`config.mk`:
```
export PLATFORM = sky130hd
export DESIGN_NAME = hostbus_regport
export DESIGN_NICKNAME = d
export VERILOG_FILES = /design/src/rtl/hb_pkg.sv /design/src/rtl/hb_sync.sv /design/src/rtl/hb_access.sv /design/src/rtl/hb_regbank.sv /design/src/rtl/hostbus_regport.sv
export SDC_FILE = /design/constraint.sdc
export NUM_CORES = 1
export LEC_CHECK = 0
export BUFFER_PORTS_ARGS = -buffer_cell sky130_fd_sc_hd__buf_4
export CAP_MARGIN = 20
export CELL_PAD_IN_SITES_DETAIL_PLACEMENT = 0
export CELL_PAD_IN_SITES_GLOBAL_PLACEMENT = 2
export CORE_MARGIN = 2
export CORE_UTILIZATION = 46
export DETAILED_ROUTE_END_ITERATION = 6
export PLACE_DENSITY = 0.88
export RECOVER_POWER = 100
export SLEW_MARGIN = 5
export SYNTH_ARGS = -nofsm -noshare
export SYNTH_HDL_FRONTEND = slang
export SYNTH_SLANG_ARGS = --single-unit
export TNS_END_PERCENT = 10
```
`constraint.sdc`:
```
create_clock -name clk -period 5.85 [get_ports clk]
set_input_delay 0.585 -clock clk [delete_from_list [all_inputs] [get_ports clk]]
set_output_delay 0.585 -clock clk [all_outputs]
set_load 0.005 [all_outputs]
```
`src/rtl/hb_pkg.sv`:
```
package hb_pkg;
  localparam int HB_DW    = 8;
  localparam int HB_AW    = 8;
  localparam int HB_IW    = 5;
  localparam int HB_NSTAT = 4;
  localparam int HB_SYNC  = 2;

  // One-hot slot of a status register, zero for ordinary registers.
  function automatic logic [HB_NSTAT-1:0] stat_onehot(input logic [HB_IW-1:0] idx);
    case (idx)
      5'h0C:   return 4'b0001;
      5'h0D:   return 4'b0010;
      5'h1E:   return 4'b0100;
      5'h1F:   return 4'b1000;
      default: return '0;
    endcase
  endfunction

  // A bus address maps onto the bank only when its upper bits are clear.
  function automatic logic idx_in_range(input logic [HB_AW-1:0] a);
    return a[HB_AW-1:HB_IW] == '0;
  endfunction
endpackage

```
`src/rtl/hb_sync.sv`:
```
module hb_sync #(
  parameter int             W       = 1,
  parameter int             STAGES  = 2,
  parameter logic [W-1:0]   RST_VAL = '0
) (
  input  logic         clk,
  input  logic         rst_n,
  input  logic [W-1:0] d,
  output logic [W-1:0] q,
  output logic [W-1:0] q_prev
);
  // STAGES flops for metastability, one more to expose the previous sample.
  for (genvar i = 0; i <= STAGES; i++) begin : g_st
    logic [W-1:0] r;
    if (i == 0) begin : g_in
      always_ff @(posedge clk or negedge rst_n) begin
        if (!rst_n) r <= RST_VAL;
        else        r <= d;
      end
    end else begin : g_chain
      always_ff @(posedge clk or negedge rst_n) begin
        if (!rst_n) r <= RST_VAL;
        else        r <= g_st[i-1].r;
      end
    end
  end

  assign q      = g_st[STAGES-1].r;
  assign q_prev = g_st[STAGES].r;
endmodule

```
`src/rtl/hb_access.sv`:
```
module hb_access
  import hb_pkg::*;
#(
  parameter int AW = HB_AW,
  parameter int DW = HB_DW,
  parameter int IW = HB_IW
) (
  input  logic          clk,
  input  logic          rst_n,
  input  logic          mux_mode,
  input  logic [1:0]    cs_s,
  input  logic [1:0]    cs_p,
  input  logic          ale_s,
  input  logic          ale_p,
  input  logic          rd_s,
  input  logic          rd_p,
  input  logic          wr_s,
  input  logic          wr_p,
  input  logic [AW-1:0] a_s,
  input  logic [AW-1:0] a_p,
  input  logic [DW-1:0] b_s,
  input  logic [DW-1:0] b_p,
  output logic [AW-1:0] lat_addr,
  output logic          host_we,
  output logic [IW-1:0] host_idx,
  output logic [DW-1:0] host_wdata,
  output logic          rd_done,
  output logic [IW-1:0] rd_done_idx
);
  // Edge events, named for the assertions.
  logic sel_ok, ale_fall, wr_rise, rd_rise, bus_steady, acc_ok;
  logic [AW-1:0] acc_addr;

  assign sel_ok     = (&cs_s) && (&cs_p);
  assign ale_fall   = mux_mode && ale_p && !ale_s;
  assign wr_rise    = wr_s && !wr_p;
  assign rd_rise    = rd_s && !rd_p;
  assign bus_steady = (a_s == a_p) && (mux_mode || (b_s == b_p));

  always_ff @(posedge clk or negedge rst_n) begin
    if (!rst_n)        lat_addr <= '0;
    else if (ale_fall) lat_addr <= a_s;
  end

  assign acc_addr    = mux_mode ? lat_addr : a_s;
  assign acc_ok      = sel_ok && bus_steady && idx_in_range(acc_addr);
  assign host_we     = wr_rise && acc_ok;
  assign host_idx    = acc_addr[IW-1:0];
  assign host_wdata  = mux_mode ? DW'(a_s) : b_s;
  assign rd_done     = rd_rise && acc_ok;
  assign rd_done_idx = acc_addr[IW-1:0];


  ale_capture_chk: assert property (@(posedge clk) disable iff (!rst_n)
    ale_fall |=> lat_addr == $past(a_s));


  lat_hold_chk: assert property (@(posedge clk) disable iff (!rst_n)
    !ale_fall |=> $stable(lat_addr));
endmodule

```
`src/rtl/hb_regbank.sv`:
```
module hb_regbank
  import hb_pkg::*;
#(
  parameter int DW = HB_DW,
  parameter int IW = HB_IW
) (
  input  logic                clk,
  input  logic                rst_n,
  input  logic                host_we,
  input  logic [IW-1:0]       host_idx,
  input  logic [DW-1:0]       host_wdata,
  input  logic                host_rd_done,
  input  logic [IW-1:0]       host_rd_idx,
  input  logic                eng_we,
  input  logic [IW-1:0]       eng_idx,
  input  logic [DW-1:0]       eng_data,
  input  logic [IW-1:0]       rd_idx,
  output logic [DW-1:0]       rd_data,
  output logic                alert_n
);
  localparam int DEPTH = 1 << IW;

  logic [DEPTH-1:0][DW-1:0] regs;
  logic [HB_NSTAT-1:0]      pend, eng_set, host_clr;

  always_ff @(posedge clk or negedge rst_n) begin
    if (!rst_n) begin
      regs <= '0;
    end else begin
      for (int i = 0; i < DEPTH; i++) begin
        if (eng_we && eng_idx == IW'(i))        regs[i] <= eng_data;
        else if (host_we && host_idx == IW'(i)) regs[i] <= host_wdata;
      end
    end
  end

  // The engine marks a status slot only when the stored value changes.
  assign eng_set  = (eng_we && regs[eng_idx] != eng_data) ? stat_onehot(eng_idx) : '0;
  assign host_clr = host_rd_done ? stat_onehot(host_rd_idx) : '0;

  always_ff @(posedge clk or negedge rst_n) begin
    if (!rst_n) pend <= '0;
    else        pend <= (pend & ~host_clr) | eng_set;
  end

  assign alert_n = ~|pend;
  assign rd_data = regs[rd_idx];


  reg_hold_chk: assert property (@(posedge clk) disable iff (!rst_n)
    !host_we && !eng_we |=> $stable(regs));


  alert_raise_chk: assert property (@(posedge clk) disable iff (!rst_n)
    eng_set != '0 |=> !alert_n);


  alert_release_chk: assert property (@(posedge clk) disable iff (!rst_n)
    (host_clr != '0) && !eng_we && ((pend & ~host_clr) == '0) |=> alert_n);


  eng_wins_chk: assert property (@(posedge clk) disable iff (!rst_n)
    eng_we && host_we && (eng_idx == host_idx) |=> regs[$past(eng_idx)] == $past(eng_data));
endmodule

```
`src/rtl/hostbus_regport.sv`:
```
module hostbus_regport
  import hb_pkg::*;
#(
  parameter int DW          = HB_DW,
  parameter int AW          = HB_AW,
  parameter int IW          = HB_IW,
  parameter int SYNC_STAGES = HB_SYNC
) (
  input  logic          clk,
  input  logic          rst_n,
  input  logic          bus_mode_i,
  input  logic          cs_a_i,
  input  logic          cs_b_i,
  input  logic          ale_i,
  input  logic          rd_n_i,
  input  logic          wr_n_i,
  input  logic [AW-1:0] bus_a_i,
  output logic [DW-1:0] bus_a_o,
  output logic          bus_a_oe,
  input  logic [DW-1:0] bus_b_i,
  output logic [DW-1:0] bus_b_o,
  output logic          bus_b_oe,
  input  logic          eng_we_i,
  input  logic [IW-1:0] eng_idx_i,
  input  logic [DW-1:0] eng_data_i,
  output logic          alert_n_o
);
  localparam int             NSTB    = 5;
  localparam logic [NSTB-1:0] STB_RST = 5'b00011;
  localparam int             BW      = AW + DW;

  logic [NSTB-1:0] stb_q, stb_p;
  logic [BW-1:0]   bus_q, bus_p;

  hb_sync #(.W(NSTB), .STAGES(SYNC_STAGES), .RST_VAL(STB_RST)) u_stb_sync (
    .clk    (clk),
    .rst_n  (rst_n),
    .d      ({cs_a_i, cs_b_i, ale_i, rd_n_i, wr_n_i}),
    .q      (stb_q),
    .q_prev (stb_p)
  );

  hb_sync #(.W(BW), .STAGES(SYNC_STAGES), .RST_VAL('0)) u_bus_sync (
    .clk    (clk),
    .rst_n  (rst_n),
    .d      ({bus_a_i, bus_b_i}),
    .q      (bus_q),
    .q_prev (bus_p)
  );

  logic [AW-1:0] lat_addr;
  logic          host_we, rd_done;
  logic [IW-1:0] host_idx, rd_done_idx;
  logic [DW-1:0] host_wdata;

  hb_access #(.AW(AW), .DW(DW), .IW(IW)) u_access (
    .clk         (clk),
    .rst_n       (rst_n),
    .mux_mode    (bus_mode_i),
    .cs_s        (stb_q[4:3]),
    .cs_p        (stb_p[4:3]),
    .ale_s       (stb_q[2]),
    .ale_p       (stb_p[2]),
    .rd_s        (stb_q[1]),
    .rd_p        (stb_p[1]),
    .wr_s        (stb_q[0]),
    .wr_p        (stb_p[0]),
    .a_s         (bus_q[BW-1:DW]),
    .a_p         (bus_p[BW-1:DW]),
    .b_s         (bus_q[DW-1:0]),
    .b_p         (bus_p[DW-1:0]),
    .lat_addr    (lat_addr),
    .host_we     (host_we),
    .host_idx    (host_idx),
    .host_wdata  (host_wdata),
    .rd_done     (rd_done),
    .rd_done_idx (rd_done_idx)
  );

  // Read path: combinational from the present address source.
  logic [AW-1:0] rd_addr;
  logic [DW-1:0] rd_data, rd_val;
  logic          rd_sel;

  assign rd_addr = bus_mode_i ? lat_addr : bus_a_i;

  hb_regbank #(.DW(DW), .IW(IW)) u_bank (
    .clk          (clk),
    .rst_n        (rst_n),
    .host_we      (host_we),
    .host_idx     (host_idx),
    .host_wdata   (host_wdata),
    .host_rd_done (rd_done),
    .host_rd_idx  (rd_done_idx),
    .eng_we       (eng_we_i),
    .eng_idx      (eng_idx_i),
    .eng_data     (eng_data_i),
    .rd_idx       (rd_addr[IW-1:0]),
    .rd_data      (rd_data),
    .alert_n      (alert_n_o)
  );

  assign rd_val   = idx_in_range(rd_addr) ? rd_data : '0;
  assign rd_sel   = cs_a_i && cs_b_i && !rd_n_i;
  assign bus_a_oe = rd_sel && bus_mode_i;
  assign bus_b_oe = rd_sel && !bus_mode_i;
  assign bus_a_o  = rd_val;
  assign bus_b_o  = rd_val;


  oe_excl_chk: assert property (@(posedge clk) disable iff (!rst_n)
    bus_b_oe |-> !bus_a_oe && !bus_mode_i);
endmodule

```
==> results_dict.tcl <==
set metrics [dict create \
    hold_viol 0 \
    avgViaCountPerCell 6.31 \
    core.rowCount 74 \
    die_w_um 208 \
    ys_warn_count 0 \
    vdd_ir_drop_max_mv 0.188 \
    finClkSkew_ns 0.0239 \
    relSlewSlack_pct -96.5 \
    setup_viol 0 \
    drt-total-wl_um 64000 \
    core_area_um2 40900 \
    utilization_pct 51.3 \
    die_area_um2 43300 \
    failed_checks "capacitance limit, slew limit" \
    clkSinkCount 331 \
    drv_cap 4 \
    design_area_um2 21000 \
    tightest_slew_ns 2.95 \
    ys_seq_area_share_pct 43.3 \
    synth_cell_types 58 \
    rsz0062_at_grt "false" \
    clk_pin_slew_ns 0.06 \
    async_reset_ff_share_pct 100 \
    syn-num-nets 1855 \
    fin_cells 2348 \
    power_frac_comb_pct 21.3 \
    final_nets 1829 \
    critical_path_class "in -> reg" \
    place_area_um2 19800 \
    yosysTopAreaCellShare_pct 42.5 \
    firstDrtPassIters 5 \
    p_sw_mw 2.14 \
    synth_area_leaders "dfrtp_1 (42%), mux2i_1 (16%), mux4_2 (12%)" \
    ios 57 \
    fin_crit_sh_pct 80.4 \
    wire_per_inst_um 27.2 \
    worstSetupStartpointType "primary input" \
    post_cts_resize_count 0 \
    synth_seq_cells 331 \
    globalRouteOverflowTotal 0 \
    drc 0 \
    cts_tree "done" \
    cp_max_fo 50 \
    start_util_pct 46.8 \
    fillers 3703 \
    power_frac_clock_pct 35.8 \
    clockBufferDepth 3 \
    cts_max_level 2 \
    p_sw_share_pct 30.8 \
    insertion_delay_ns 0.57 \
    dieHeight_um 208 \
    sequentialPowerShare_pct 43.0 \
    slew_violations 360 \
    min_period_ns 4.70 \
    antenna_found_initial 1 \
    pre_cts_slack_ns 1.74 \
    critPathRequiredTime_ns 6.26 \
    worst-r2r-setup-slack_ns 1.62 \
    drtIter0Drc 1655 \
    num_vias 14827 \
    fmax_mhz 213 \
    multi_input_area_um2 10100 \
    grt_usage_pct 29.4 \
    drive_gt1_share_pct 15.7 \
    clockRootBuffer "clkbuf_16" \
    fin_tns_setup_ns 0 \
    io_buffer_count 56 \
    dpl.hpwl_um 41000 \
    antenna_cells 0 \
    fin_ws_ns 1.15 \
    cts_hold_buf 0 \
    syn_avg_cell_area_um2 10.5 \
    numCtsBuffers 39 \
    power_density_nw_per_um2 331 \
    gp_congestion 1.00 \
    synth_edf_count 0 \
    hold_path_class "in -> reg" \
    synthFlopType "dfrtp_1" \
    dp.cells 2268 \
    grt_pass1_vias 14141 \
    seqCellArea_um2 8290 \
    grt_pass1_wl_um 95400 \
    power.leakage_nw 9.43 \
    post_cts_buffers 0 \
    crit_arrival_ns 5.12 \
    antenna_left 0 \
    end_kind "register" \
    synth_area_um2 19100 \
    synthCells 1817 \
    p_int_mw 4.81 \
    area_delta_synth_final_pct 9.69 \
    status "complete, but fails checks" \
    synth.largest_area_cell "dfrtp_1" \
    grt_max_degree 130 \
]
==> state kept, by name, summed over array words and instances (netlist names) <==
signal,flops
u_stb_sync.q_prev,5
u_bus_sync.g_st.r,16
u_stb_sync.g_st.r,5
u_bus_sync.q,16
u_bank.pend,4
u_bus_sync.q_prev,16
u_access.lat_addr,8
u_bank.regs,256
u_stb_sync.q,5
==> final cells by class <==
class,instances,area share (%)
clock buffers,52,5.17
clock inverters,14,0.930
inverters,4,0.0715
multi-input cells,1322,48.1
flip-flops and latches,331,39.5
well taps,532,3.17
repair buffers,93,3.08
==> placed cells by master, fill, tap and decap left out, types with 4 or more instances in the layout <==
cell / count
a211oi_1: 6
a21oi_1: 7
a22oi_1: 6
a311oi_1: 9
a31oi_1: 10
and3_1: 9
buf_4: 36
bufinv_16: 4
clkbuf_1: 28
clkbuf_16: 39
clkbuf_4: 29
clkbuf_8: 7
dfrtp_1: 325
dfstp_2: 5
inv_1: 4
mux2_2: 23
mux2i_1: 307
mux4_2: 105
nand2_1: 356
nand2_2: 10
nand2b_1: 13
nand3_1: 24
nand3b_1: 5
nand4_1: 6
nor2_1: 57
nor2b_1: 11
nor3_1: 10
nor4_1: 5
o21ai_0: 234
o21ai_1: 27
o221ai_1: 4
o22ai_1: 9
o31ai_1: 6
xnor2_1: 4
xor2_1: 20
==> path summary, 6_finish.rpt <==
kind / start / to / cells past startpoint
min in group asynchronous: rst_n / u_bus_sync.q[2] / 1
max reg2reg: u_bus_sync.q[13] / u_bank.regs[130] / 8
max in group asynchronous: rst_n / u_bank.regs[151] / 2
min: wr_n_i / u_stb_sync.g_st[0].r[0] / 1
min reg2reg: u_bus_sync.g_st[0].r[11] / u_bus_sync.q[11] / 0
max: eng_idx_i[0] / u_bank.pend[1] / 10
==> cell usage after synthesis, types with 3 or more instances <==
cell type / instances
nand2_1: 348
dfrtp_1: 325
mux2i_1: 308
o21ai_1: 188
clkbuf_1: 112
mux4_2: 105
o21ai_0: 74
nor2_1: 51
nand3_1: 24
mux2_2: 23
buf_2: 22
xor2_1: 20
buf_1: 18
nand2_2: 17
nand2b_1: 13
nor2b_1: 11
a31oi_1: 10
nor3_1: 10
a311oi_1: 9
and3_1: 9
o22ai_1: 9
buf_4: 8
a21oi_1: 7
a211oi_1: 6
a22oi_1: 6
dfstp_2: 6
nand4_1: 6
o31ai_1: 6
nand3b_1: 5
nor4_1: 5
inv_1: 4
nor2_4: 4
nor2_8: 4
o221ai_1: 4
xnor2_1: 4
a2bb2oi_1: 3
o21a_1: 3
==> routing by layer <==
metal | track usage, % | vias up | wire length, um
li1 | - | 6499 | -
met1 | 41.7 | 7463 | 27000
met2 | 44.5 | 737 | 28700
met3 | 6.40 | 128 | 5910
met4 | 11.1 | 0 | 2430
met5 | 0 | - | 0
==> logic make-up after synthesis <==
kind of cell | after synthesis | synth area share, %
DFF | 331 | 43.3
buffers and inverters | 164 | 3.52
and+or+nand+nor | 519 | 12.2
AOI/OAI and AO/OA | 343 | 10.1
muxes | 436 | 29.8
xor gates and xnor gates | 24 | 1.10
==> worst max-delay path: stages <==
cell and delay, ns:
clkbuf_2 1.30, clkbuf_1 1.02, mux4_2 0.61, mux2_2 0.27, nand2_1 0.08, nand4_1 0.17, o21ai_0 0.17, xnor2_1 0.10
nor4_1 0.55, o21ai_0 0.18
==> power by group through the flow <==
stage               combinational [mW]  clock (mW)  sequential [mW]
CTS                               1.50        2.53             2.97
finish                            1.48        2.49             2.99
detailed placement                1.50           0             3.01
global placement                  1.47           0             2.99
global route                      1.58        2.62             3.02
floorplan                         1.07           0             2.88
==> through the flow <==
step           hold slack (ns)  power, mW
2_1_floorplan            0.289       3.94
3_3_place_gp             0.332       4.46
3_5_place_dp             0.335       4.50
4_1_cts                 0.0981       7.00
5_1_grt                  0.107       7.23
6_report                 0.121       6.95
No activity file was read; power rests on OpenSTA's default activity.
